**config.mk**
```make
export PLATFORM = sky130hd
export DESIGN_NAME = evpair_top
export DESIGN_NICKNAME = d
export VERILOG_FILES = /design/src/rtl/evpair_pkg.sv /design/src/rtl/evpair_qual.sv /design/src/rtl/evpair_ctr.sv /design/src/rtl/evpair_tsc.sv /design/src/rtl/evpair_top.sv
export SDC_FILE = /design/constraint.sdc
export NUM_CORES = 1
export LEC_CHECK = 0
export ABC_AREA = 1
export BUFFER_PORTS_ARGS = -buffer_cell sky130_fd_sc_hd__buf_2
export CAP_MARGIN = 10
export CORE_MARGIN = 2
export CORE_UTILIZATION = 45
export CTS_BUF_LIST = sky130_fd_sc_hd__clkbuf_4 sky130_fd_sc_hd__clkbuf_8
export DETAILED_ROUTE_END_ITERATION = 10
export MAX_ROUTING_LAYER = met4
export PLACE_DENSITY = 0.78
export RECOVER_POWER = 25
export SYNTH_ARGS = -nofsm -noshare
export SYNTH_HDL_FRONTEND = slang
export SYNTH_SLANG_ARGS = --single-unit
```
**constraint.sdc**
```tcl
create_clock -name clk -period 4.35 [get_ports clk]
set_input_delay 0.2175 -clock clk [delete_from_list [all_inputs] [get_ports clk]]
set_output_delay 0.2175 -clock clk [all_outputs]
set_load 0.005 [all_outputs]
```
**src/rtl/evpair_pkg.sv**
```systemverilog
package evpair_pkg;

  localparam int FN_W = 32;

  typedef struct packed {
    logic [7:0] cmask;
    logic       inv;
    logic       en;
    logic [2:0] rsvd;
    logic       edge_md;
    logic       krn;
    logic       usr;
    logic [7:0] umask;
    logic [7:0] sel;
  } fn_t;

  localparam int BIT_USR  = 16;
  localparam int BIT_KRN  = 17;
  localparam int BIT_EDGE = 18;
  localparam int BIT_EN   = 22;
  localparam int BIT_INV  = 23;

endpackage

```
**src/rtl/evpair_qual.sv**
```systemverilog
module evpair_qual
  import evpair_pkg::*;
#(
  parameter int NUM_EVT = 16,
  parameter int CNT_W   = 4
) (
  input  logic                     clk,
  input  logic                     rst,
  input  fn_t                      fn,
  input  logic                     glb_en,
  input  logic                     kernel_mode,
  input  logic                     fn_wr,
  input  logic [NUM_EVT*CNT_W-1:0] evt_cnt,
  output logic [CNT_W-1:0]         inc
);

  localparam int CMP_W = (CNT_W > 8) ? CNT_W : 8;

  logic [CNT_W-1:0] cnt;
  logic [CMP_W-1:0] cnt_x;
  logic [CMP_W-1:0] thr_x;
  logic             cond;
  logic             mode_ok;
  logic             qual;
  logic             prev_q;
  logic             unused_fn_bits;

  assign unused_fn_bits = ^{fn.umask, fn.rsvd, fn.en};

  always_comb begin
    cnt = '0;
    for (int e = 0; e < NUM_EVT; e++) begin
      if (fn.sel == 8'(e)) cnt = evt_cnt[e*CNT_W +: CNT_W];
    end
  end

  assign cnt_x = CMP_W'(cnt);
  assign thr_x = CMP_W'(fn.cmask);

  always_comb begin
    if (fn.cmask == 8'd0)  cond = (cnt != '0);
    else if (fn.inv)       cond = (cnt_x <= thr_x);
    else                   cond = (cnt_x >= thr_x);
  end

  assign mode_ok = kernel_mode ? fn.krn : fn.usr;
  assign qual    = cond & mode_ok & glb_en;

  always_ff @(posedge clk) begin
    if (rst || fn_wr) prev_q <= 1'b0;
    else              prev_q <= qual;
  end

  always_comb begin
    if (!qual)                inc = '0;
    else if (fn.edge_md)      inc = prev_q ? '0 : CNT_W'(1);
    else if (fn.cmask == 8'd0) inc = cnt;
    else                      inc = CNT_W'(1);
  end

endmodule

```
**src/rtl/evpair_ctr.sv**
```systemverilog
module evpair_ctr #(
  parameter int W     = 40,
  parameter int INC_W = 4
) (
  input  logic             clk,
  input  logic             rst,
  input  logic             ld,
  input  logic [W-1:0]     ld_val,
  input  logic [INC_W-1:0] inc,
  output logic [W-1:0]     q
);

  always_ff @(posedge clk) begin
    if (rst)     q <= '0;
    else if (ld) q <= ld_val;
    else         q <= q + W'(inc);
  end

endmodule

```
**src/rtl/evpair_tsc.sv**
```systemverilog
module evpair_tsc #(
  parameter int W = 64
) (
  input  logic         clk,
  input  logic         rst,
  output logic [W-1:0] q
);

  always_ff @(posedge clk) begin
    if (rst) q <= '0;
    else     q <= q + W'(1);
  end

endmodule

```
**src/rtl/evpair_top.sv**
```systemverilog
module evpair_top
  import evpair_pkg::*;
#(
  parameter int NUM_EVT = 16,
  parameter int CNT_W   = 4,
  parameter int CTR_W   = 40,
  parameter int TS_W    = 64,
  parameter int NUM_CTR = 2,
  parameter int ADDR_W  = $clog2(2*NUM_CTR+1)
) (
  input  logic                     clk,
  input  logic                     rst,
  input  logic [NUM_EVT*CNT_W-1:0] evt_cnt,
  input  logic                     kernel_mode,
  input  logic                     wr_en,
  input  logic [ADDR_W-1:0]        wr_addr,
  input  logic [CTR_W-1:0]         wr_data,
  input  logic [ADDR_W-1:0]        rd_addr,
  output logic [TS_W-1:0]          rd_data
);

  localparam logic [ADDR_W-1:0] TS_A = ADDR_W'(2*NUM_CTR);

  fn_t              fn_q  [NUM_CTR];
  logic [CTR_W-1:0] ctr_q [NUM_CTR];
  logic [TS_W-1:0]  ts_q;
  logic [TS_W-1:0]  rd_mux;
  logic             glb_en;

  assign glb_en = fn_q[0].en;

  for (genvar i = 0; i < NUM_CTR; i++) begin : g_ctr
    localparam logic [ADDR_W-1:0] FN_A = ADDR_W'(i);
    localparam logic [ADDR_W-1:0] CT_A = ADDR_W'(NUM_CTR + i);

    logic             fn_wr;
    logic             ct_wr;
    logic [CNT_W-1:0] inc;

    assign fn_wr = wr_en && (wr_addr == FN_A);
    assign ct_wr = wr_en && (wr_addr == CT_A);

    always_ff @(posedge clk) begin
      if (rst)        fn_q[i] <= '0;
      else if (fn_wr) fn_q[i] <= fn_t'(wr_data[FN_W-1:0]);
    end

    evpair_qual #(.NUM_EVT(NUM_EVT), .CNT_W(CNT_W)) u_qual (
      .clk(clk), .rst(rst), .fn(fn_q[i]), .glb_en(glb_en),
      .kernel_mode(kernel_mode), .fn_wr(fn_wr), .evt_cnt(evt_cnt), .inc(inc)
    );

    evpair_ctr #(.W(CTR_W), .INC_W(CNT_W)) u_ctr (
      .clk(clk), .rst(rst), .ld(ct_wr), .ld_val(wr_data), .inc(inc), .q(ctr_q[i])
    );
  end

  evpair_tsc #(.W(TS_W)) u_tsc (.clk(clk), .rst(rst), .q(ts_q));

  always_comb begin
    rd_mux = '0;
    for (int i = 0; i < NUM_CTR; i++) begin
      if (rd_addr == ADDR_W'(i))           rd_mux = TS_W'(fn_q[i]);
      if (rd_addr == ADDR_W'(NUM_CTR + i)) rd_mux = TS_W'(ctr_q[i]);
    end
    if (rd_addr == TS_A) rd_mux = ts_q;
  end

  always_ff @(posedge clk) begin
    if (rst) rd_data <= '0;
    else     rd_data <= rd_mux;
  end

endmodule

```
==> key figures, run 1 <==
Yosys
  • Sequential area share after synthesis: 39.8%
  • Post-synth cell types: 54
  • Yosys reg bits: 274
  • Synthesized area: 0.0154 mm²
  • Ys async rst share: 0%
  • Synth top area cells: dfxtp_1, edfxtp_1, inv_1
  • Mean post-synth cell area: 7.14 µm²
  • Post-synth top cells: inv_1, nand2_1, nor2_1
  • Net Count, Synth: 2,292
  • Most used DFF post-synth: dfxtp_1
  • Post-Synthesis Cells: 2,159
  • Number of synthesized flops with an enable pin: 64
  • Synth warn: 0
  • Synth area leader: dfxtp_1
  • Most frequent cell after synthesis: inv_1
  • Area share of the largest cell type after synthesis: 27.3%

Routing
  • Via count: 16.4k
  • Drt first-iter violations: 1,626
  • DRC: 0
  • Antenna violation net count after detailed routing: 0
  • Drt total wl: 54,800 µm
  • DR vias/cell: 5.39
  • Post-DR wirelength/cell: 18.0 µm
  • DR pass1 iterations: 5

Timing
  • Finish-stage setup viols: 73
  • Setup ws final: -0.859 ns
  • Slew Limit Fails: 164
  • Fin crit share: 120%
  • Fmax: 192 MHz
  • Hold Vio Cnt, Final: 0
  • RSZ-0062 raised after global routing: yes
  • Relative slew slack: -35.0%
  • Fin crit period: 5.21 ns
  • Least-Margin Pin Slew: 2.02 ns
  • Clock Skew: 0.0379 ns

Worst hold path
  • HP Start: wr_data[21]
  • Min-delay worst type: input port to flip-flop
  • Worst hold stages: 3
  • Hold endpoint: fn_q[0][21]$_SDFFCE_PN0P_

Placement
  • Post-DP HPWL: 40,400 µm
  • RePlAce Congestion: 0.986
  • Dpl cell area: 0.0178 mm²
  • IO buf count: 177
  • Setup WS pre-CTS: -1.04 ns
  • Post-placement cell count: 2,861

Worst setup path
  • Setup CP Type: flip-flop to flip-flop
  • Launch point of the worst reg-to-reg path: fn_q[0][5]$_SDFFCE_PN0P_
  • Worst endpoint required time: 4.84 ns
  • Crit start category: flip-flop
  • Slowest cell delay on critical path: 0.41 ns
  • Cell mode on critical path: buf_4
  • Slowest cell on the critical path: edfxtp_1
  • Worst R2R End: g_ctr[0].u_qual.prev_q$_SDFF_PP0_
  • R2r setup slk: -0.86 ns
  • Worst r2r path cells: 39
  • Crit-path max FO: 6
  • Crit. End Element: flip-flop
  • CP arrival: 5.70 ns

Global routing
  • Largest net degree at the start of global routing: 98
  • Initial antenna violation count: 2
  • Vias in the first global route: 16.1k
  • Gr ovfl total: 0
  • First-pass GRT wire length: 84,300 µm
  • GR Util All Layers: 30.6%

Final layout
  • Non-Filler Instances: 3,037
  • Final core utilization: 60.7%
  • Layout cells sized above 1: 26.0%
  • Fin nets: 2,681
  • Area grow syn2layout: 32.3%
  • Final instance area: 0.0204 mm²
  • Fill cell count: 2,969

Die
  • Placement Rows: 67
  • Chip Height: 189 µm
  • Initial Utilization: 45.8%
  • Core box area: 0.0336 mm²
  • I/O pin count: 178
  • Chip Width: 189 µm
  • Die area: 0.0357 mm²

Power and ir drop
  • Pwr Density: 296 mW/mm²
  • Leak: 9.13 nW
  • VDD IR max: 276 µV

Outcome
  • Violated checks: capacitance limit, slew limit, setup timing
  • Outcome: finished with violations

Clock tree
  • TritonCTS clock tree: built
  • TritonCTS Sinks: 274
  • Root buf cell: clkbuf_8
  • Cts bufs inserted: 47
  • Clk_lat worst skew: 0.59 ns
  • CTS max path bufs: 3
  • H-tree lvl count: 2
  • Clock Pin Slew Worst Setup and Hold Paths: 0.06 ns

Flow run
  • MaxCap Viol Count: 3
==> worst max-delay path, delay by kind of cell (launching register included) <==
| kind | cells | cell delay (ns) |
|---|---|---|
| buf+inv | 24 | 2.81 |
| flops | 1 | 0.41 |
| compound gates | 3 | 0.29 |
| simple gates | 11 | 1.45 |
| fa+ha+maj | 1 | 0.18 |
==> sequential cells by signal (all words and copies together) (netlist names) <==
register	count
g_ctr.u_ctr.q	80
g_ctr.u_qual.prev_q	2
u_tsc.q	64
fn_q	64
rd_data	64
==> report_power, final <==
part | switching, mW | internal (mW) | total (mW)
sequential | 0.0624 | 2.69 | 2.75
combinational | 0.388 | 0.234 | 0.622
clock | 1.12 | 1.55 | 2.67
==> cell families after synthesis <==
family,after synthesis,share of synthesized area [%]
AOI/OAI and AO/OA,286,10.8
buffers and inverters,461,11.3
xor gates and xnor gates,85,4.83
and+or+nand+nor,1034,31.7
DFF,274,39.8
adders and majority gates,19,1.64
==> worst max path at each step <==
stage | startpoint | end | cells past startpoint
after floorplan | fn_q[0][2]$_SDFFCE_PN0P_ | g_ctr[0].u_ctr.q[38]$_SDFF_PP0_ | 40
after global placement | fn_q[0][0]$_SDFFCE_PN0P_ | g_ctr[0].u_ctr.q[37]$_SDFF_PP0_ | 37
after detailed placement | fn_q[0][0]$_SDFFCE_PN0P_ | g_ctr[0].u_ctr.q[32]$_SDFF_PP0_ | 39
after CTS | fn_q[0][0]$_SDFFCE_PN0P_ | g_ctr[0].u_ctr.q[38]$_SDFF_PP0_ | 41
after global routing | fn_q[0][1]$_SDFFCE_PN0P_ | g_ctr[0].u_ctr.q[33]$_SDFF_PP0_ | 40
final | fn_q[0][5]$_SDFFCE_PN0P_ | g_ctr[0].u_qual.prev_q$_SDFF_PP0_ | 39
==> per-stage QoR <==
stage / TNS, ns / hold slack (ns) / power, mW
after global routing: -61.53 / 0.0209 / 6.24
after global placement: -31.15 / 0.436 / 3.32
after CTS: -30.25 / 0.00269 / 6.02
final: -38.48 / 0.0242 / 6.04
after floorplan: -0.435 / 0.369 / 3.05
after detailed placement: -43.31 / 0.440 / 3.33
==> cells in the final DEF, fill, tap and decap left out, drive strengths merged, types with 4 or more instances in the layout <==
cell	Yosys	final
nor2	363	363
clkbuf	59	103
a21oi	110	110
ha	17	17
o21bai	7	7
o22ai	22	22
edfxtp	64	64
o221ai	4	4
nand4	59	59
dlygate4sd3	0	17
nand3	69	69
buf	7	355
dfxtp	210	210
o21ai	77	77
nand2	356	356
bufinv	0	4
nor3b	20	20
nor3	118	118
a31oi	17	17
inv	392	395
nor4	40	40
clkinv	3	14
xnor2	7	7
o211ai	37	37
xor2	78	78
==> per-layer routing <==
layer | up-vias | track usage, % | routed length (µm)
met3 | 195 | 4.08 | 3940
met2 | 791 | 49.9 | 25800
met1 | 7625 | 37.1 | 22100
met5 | - | - | 0
li1 | 7771 | - | -
met4 | 0 | 16.0 | 3000
==> cell type report <==
type	instances	area [µm²]	area share, %
multi-input combinational	1424	8400	41.2
sequential	274	6130	30.0
timing repair buffer	406	2720	13.3
inverter	395	1490	7.31
clock buffer	69	875	4.29
tap	448	561	2.75
clock inverter	19	215	1.06
antenna	2	5.00	0.0245
==> what timing repair did <==
action,CTS,global route
hold endpoints to repair,23,0
endpoints found under the setup margin,72,79
pin swaps,64,43
gates resized for setup,155,86
hold buffers,17,0
setup buffers,74,23
No activity file was read; power rests on OpenSTA's default activity.
==> inputs of run 2 (changes only) <==
==> constraint.sdc (replaced) <==
create_clock -name clk -period 4.35 [get_ports clk]
set_input_delay 0.2175 -clock clk [delete_from_list [all_inputs] [get_ports clk]]
set_output_delay 0.2175 -clock clk [all_outputs]
set_load 0.01 [all_outputs]
==> key figures, run 2 (synthesis results as in run 1) <==
Final layout
  • Reg with most FFs: g_ctr.u_ctr.q
  • Commonest non-fill, non-tap cell in the layout: inv_1
  • Fin nets: 2,681
  • Layout cells sized above 1: 24.8%
  • Area grow syn2layout: 32.1%
  • Most frequent cells in the layout: inv_1, nand2_1, nor2_1, dfxtp_1, buf_4
  • Final instance area: 0.0204 mm²
  • Number of flip-flops in the largest register: 80

Worst setup path
  • Cell mode on critical path: inv_1
  • R2r setup slk: -0.86 ns
  • CP arrival: 5.69 ns
  • Slowest cell on the critical path: edfxtp_1
  • Crit start category: flip-flop
  • Slowest cell delay on critical path: 0.41 ns
  • Worst endpoint required time: 4.83 ns
  • Setup CP Type: flip-flop to flip-flop
  • Crit. End Element: flip-flop
  • Crit-path max FO: 6

Outcome
  • Violated checks: capacitance limit, slew limit, setup timing
  • Outcome: finished with violations

Routing
  • Drt total wl: 54,900 µm
  • Antenna violation net count after detailed routing: 0
  • Drt first-iter violations: 1,640
  • Via count: 16.4k
  • DR pass1 iterations: 5
  • Post-DR wirelength/cell: 18.1 µm
  • DRC: 0
  • DR vias/cell: 5.39

Die
  • Placement Rows: 67
  • Chip Width: 189 µm
  • I/O pin count: 178
  • Die area: 0.0357 mm²
  • Initial Utilization: 45.8%
  • Core box area: 0.0336 mm²
  • Chip Height: 189 µm

Power and ir drop
  • Leak: 8.99 nW
  • VDD IR max: 277 µV
  • Pwr Density: 297 mW/mm²

Placement
  • IO buf count: 177
  • Post-DP HPWL: 40,400 µm
  • Setup WS pre-CTS: -1.04 ns
  • Dpl cell area: 0.0178 mm²
  • RePlAce Congestion: 0.986

Timing
  • Fmax: 192 MHz
  • Fin crit share: 120%
  • Clock Skew: 0.0392 ns
  • Slew Limit Fails: 164
  • Least-Margin Pin Slew: 2.03 ns
  • RSZ-0062 raised after global routing: yes
  • Relative slew slack: -35.0%
  • Hold Vio Cnt, Final: 0
  • Setup ws final: -0.863 ns
  • Finish-stage setup viols: 73
  • Fin crit period: 5.21 ns

Global routing
  • Largest net degree at the start of global routing: 98
  • First-pass GRT wire length: 84,300 µm
  • Vias in the first global route: 16.1k
  • Initial antenna violation count: 2
  • GR Util All Layers: 30.6%
  • Gr ovfl total: 0

Clock tree
  • TritonCTS Sinks: 274
  • Clk_lat worst skew: 0.59 ns
  • TritonCTS clock tree: built
  • H-tree lvl count: 2
  • CTS max path bufs: 3
  • Clock Pin Slew Worst Setup and Hold Paths: 0.06 ns
  • Cts bufs inserted: 47
  • Root buf cell: clkbuf_8

Worst hold path
  • Min-delay worst type: input port to flip-flop

Flow run
  • MaxCap Viol Count: 3
## run 2: what timing repair did
action | 4_1_cts | 5_1_grt
buffers inserted | 74 | 23
hold buffers | 17 | 0
endpoints found under the hold margin | 23 | 0
pin swaps | 64 | 43
setup endpoints to repair | 72 | 79
gates resized for setup | 155 | 86
cloned | 0 | 0
## run 2: cell type report
| cell class | count | area, µm² |
|---|---|---|
| Multi-Input combinational cell | 1424 | 8400 |
| Antenna cell | 2 | 5.00 |
| Tap cell | 448 | 561 |
| Clock buffer | 69 | 875 |
| Sequential cell | 274 | 6130 |
| Clock inverter | 19 | 215 |
| Timing Repair Buffer | 406 | 2680 |
| Inverter | 395 | 1490 |
| Fill cell | 2984 | 13300 |
## run 2: worst max-delay path, delay by kind of cell, from the launching register on
kind            cells  cell delay (ns)
fa+ha+maj           2             0.50
simple gates       17             2.40
buf+inv             9             0.93
compound gates      6             0.72
xor+xnor            1             0.16
flops               1             0.41
## run 2: final timing paths
path                       startpoint                               to  cells past startpoint
min reg2reg    u_tsc.q[63]$_SDFF_PP0_           rd_data[63]$_SDFF_PP0_                      2
max          fn_q[0][5]$_SDFFCE_PN0P_  g_ctr[0].u_ctr.q[33]$_SDFF_PP0_                     35
max reg2reg  fn_q[0][5]$_SDFFCE_PN0P_  g_ctr[0].u_ctr.q[33]$_SDFF_PP0_                     35
min                       wr_data[21]        fn_q[0][21]$_SDFFCE_PN0P_                      3
## run 2: power breakdown
| group | switching, mW | internal (mW) |
|---|---|---|
| Sequential | 0.0624 | 2.69 |
| Combinational | 0.393 | 0.233 |
| Clock | 1.12 | 1.55 |
| Total | 1.57 | 4.47 |
## run 2: routing by layer
layer / track usage (%) / share of wire, %
met5: - / 0
met4: 16.0 / 5.4
met3: 4.08 / 7.1
met2: 49.9 / 47
met1: 37.1 / 40
## run 2: through the flow
| step | util [%] | power, mW | hold slack, ns | std cells | setup TNS (ns) |
|---|---|---|---|---|---|
| CTS | 59.6 | 6.03 | 0.00269 | 3031 | -30.25 |
| floorplan | - | 3.06 | 0.369 | 2159 | -0.435 |
| global route | 60.5 | 6.24 | 0.0209 | 3037 | -61.53 |
| global placement | 53.1 | 3.33 | 0.436 | 2861 | -31.15 |
| finish | 60.5 | 6.04 | 0.0251 | 3037 | -38.84 |
| detailed placement | 53.1 | 3.34 | 0.440 | 2861 | -43.31 |
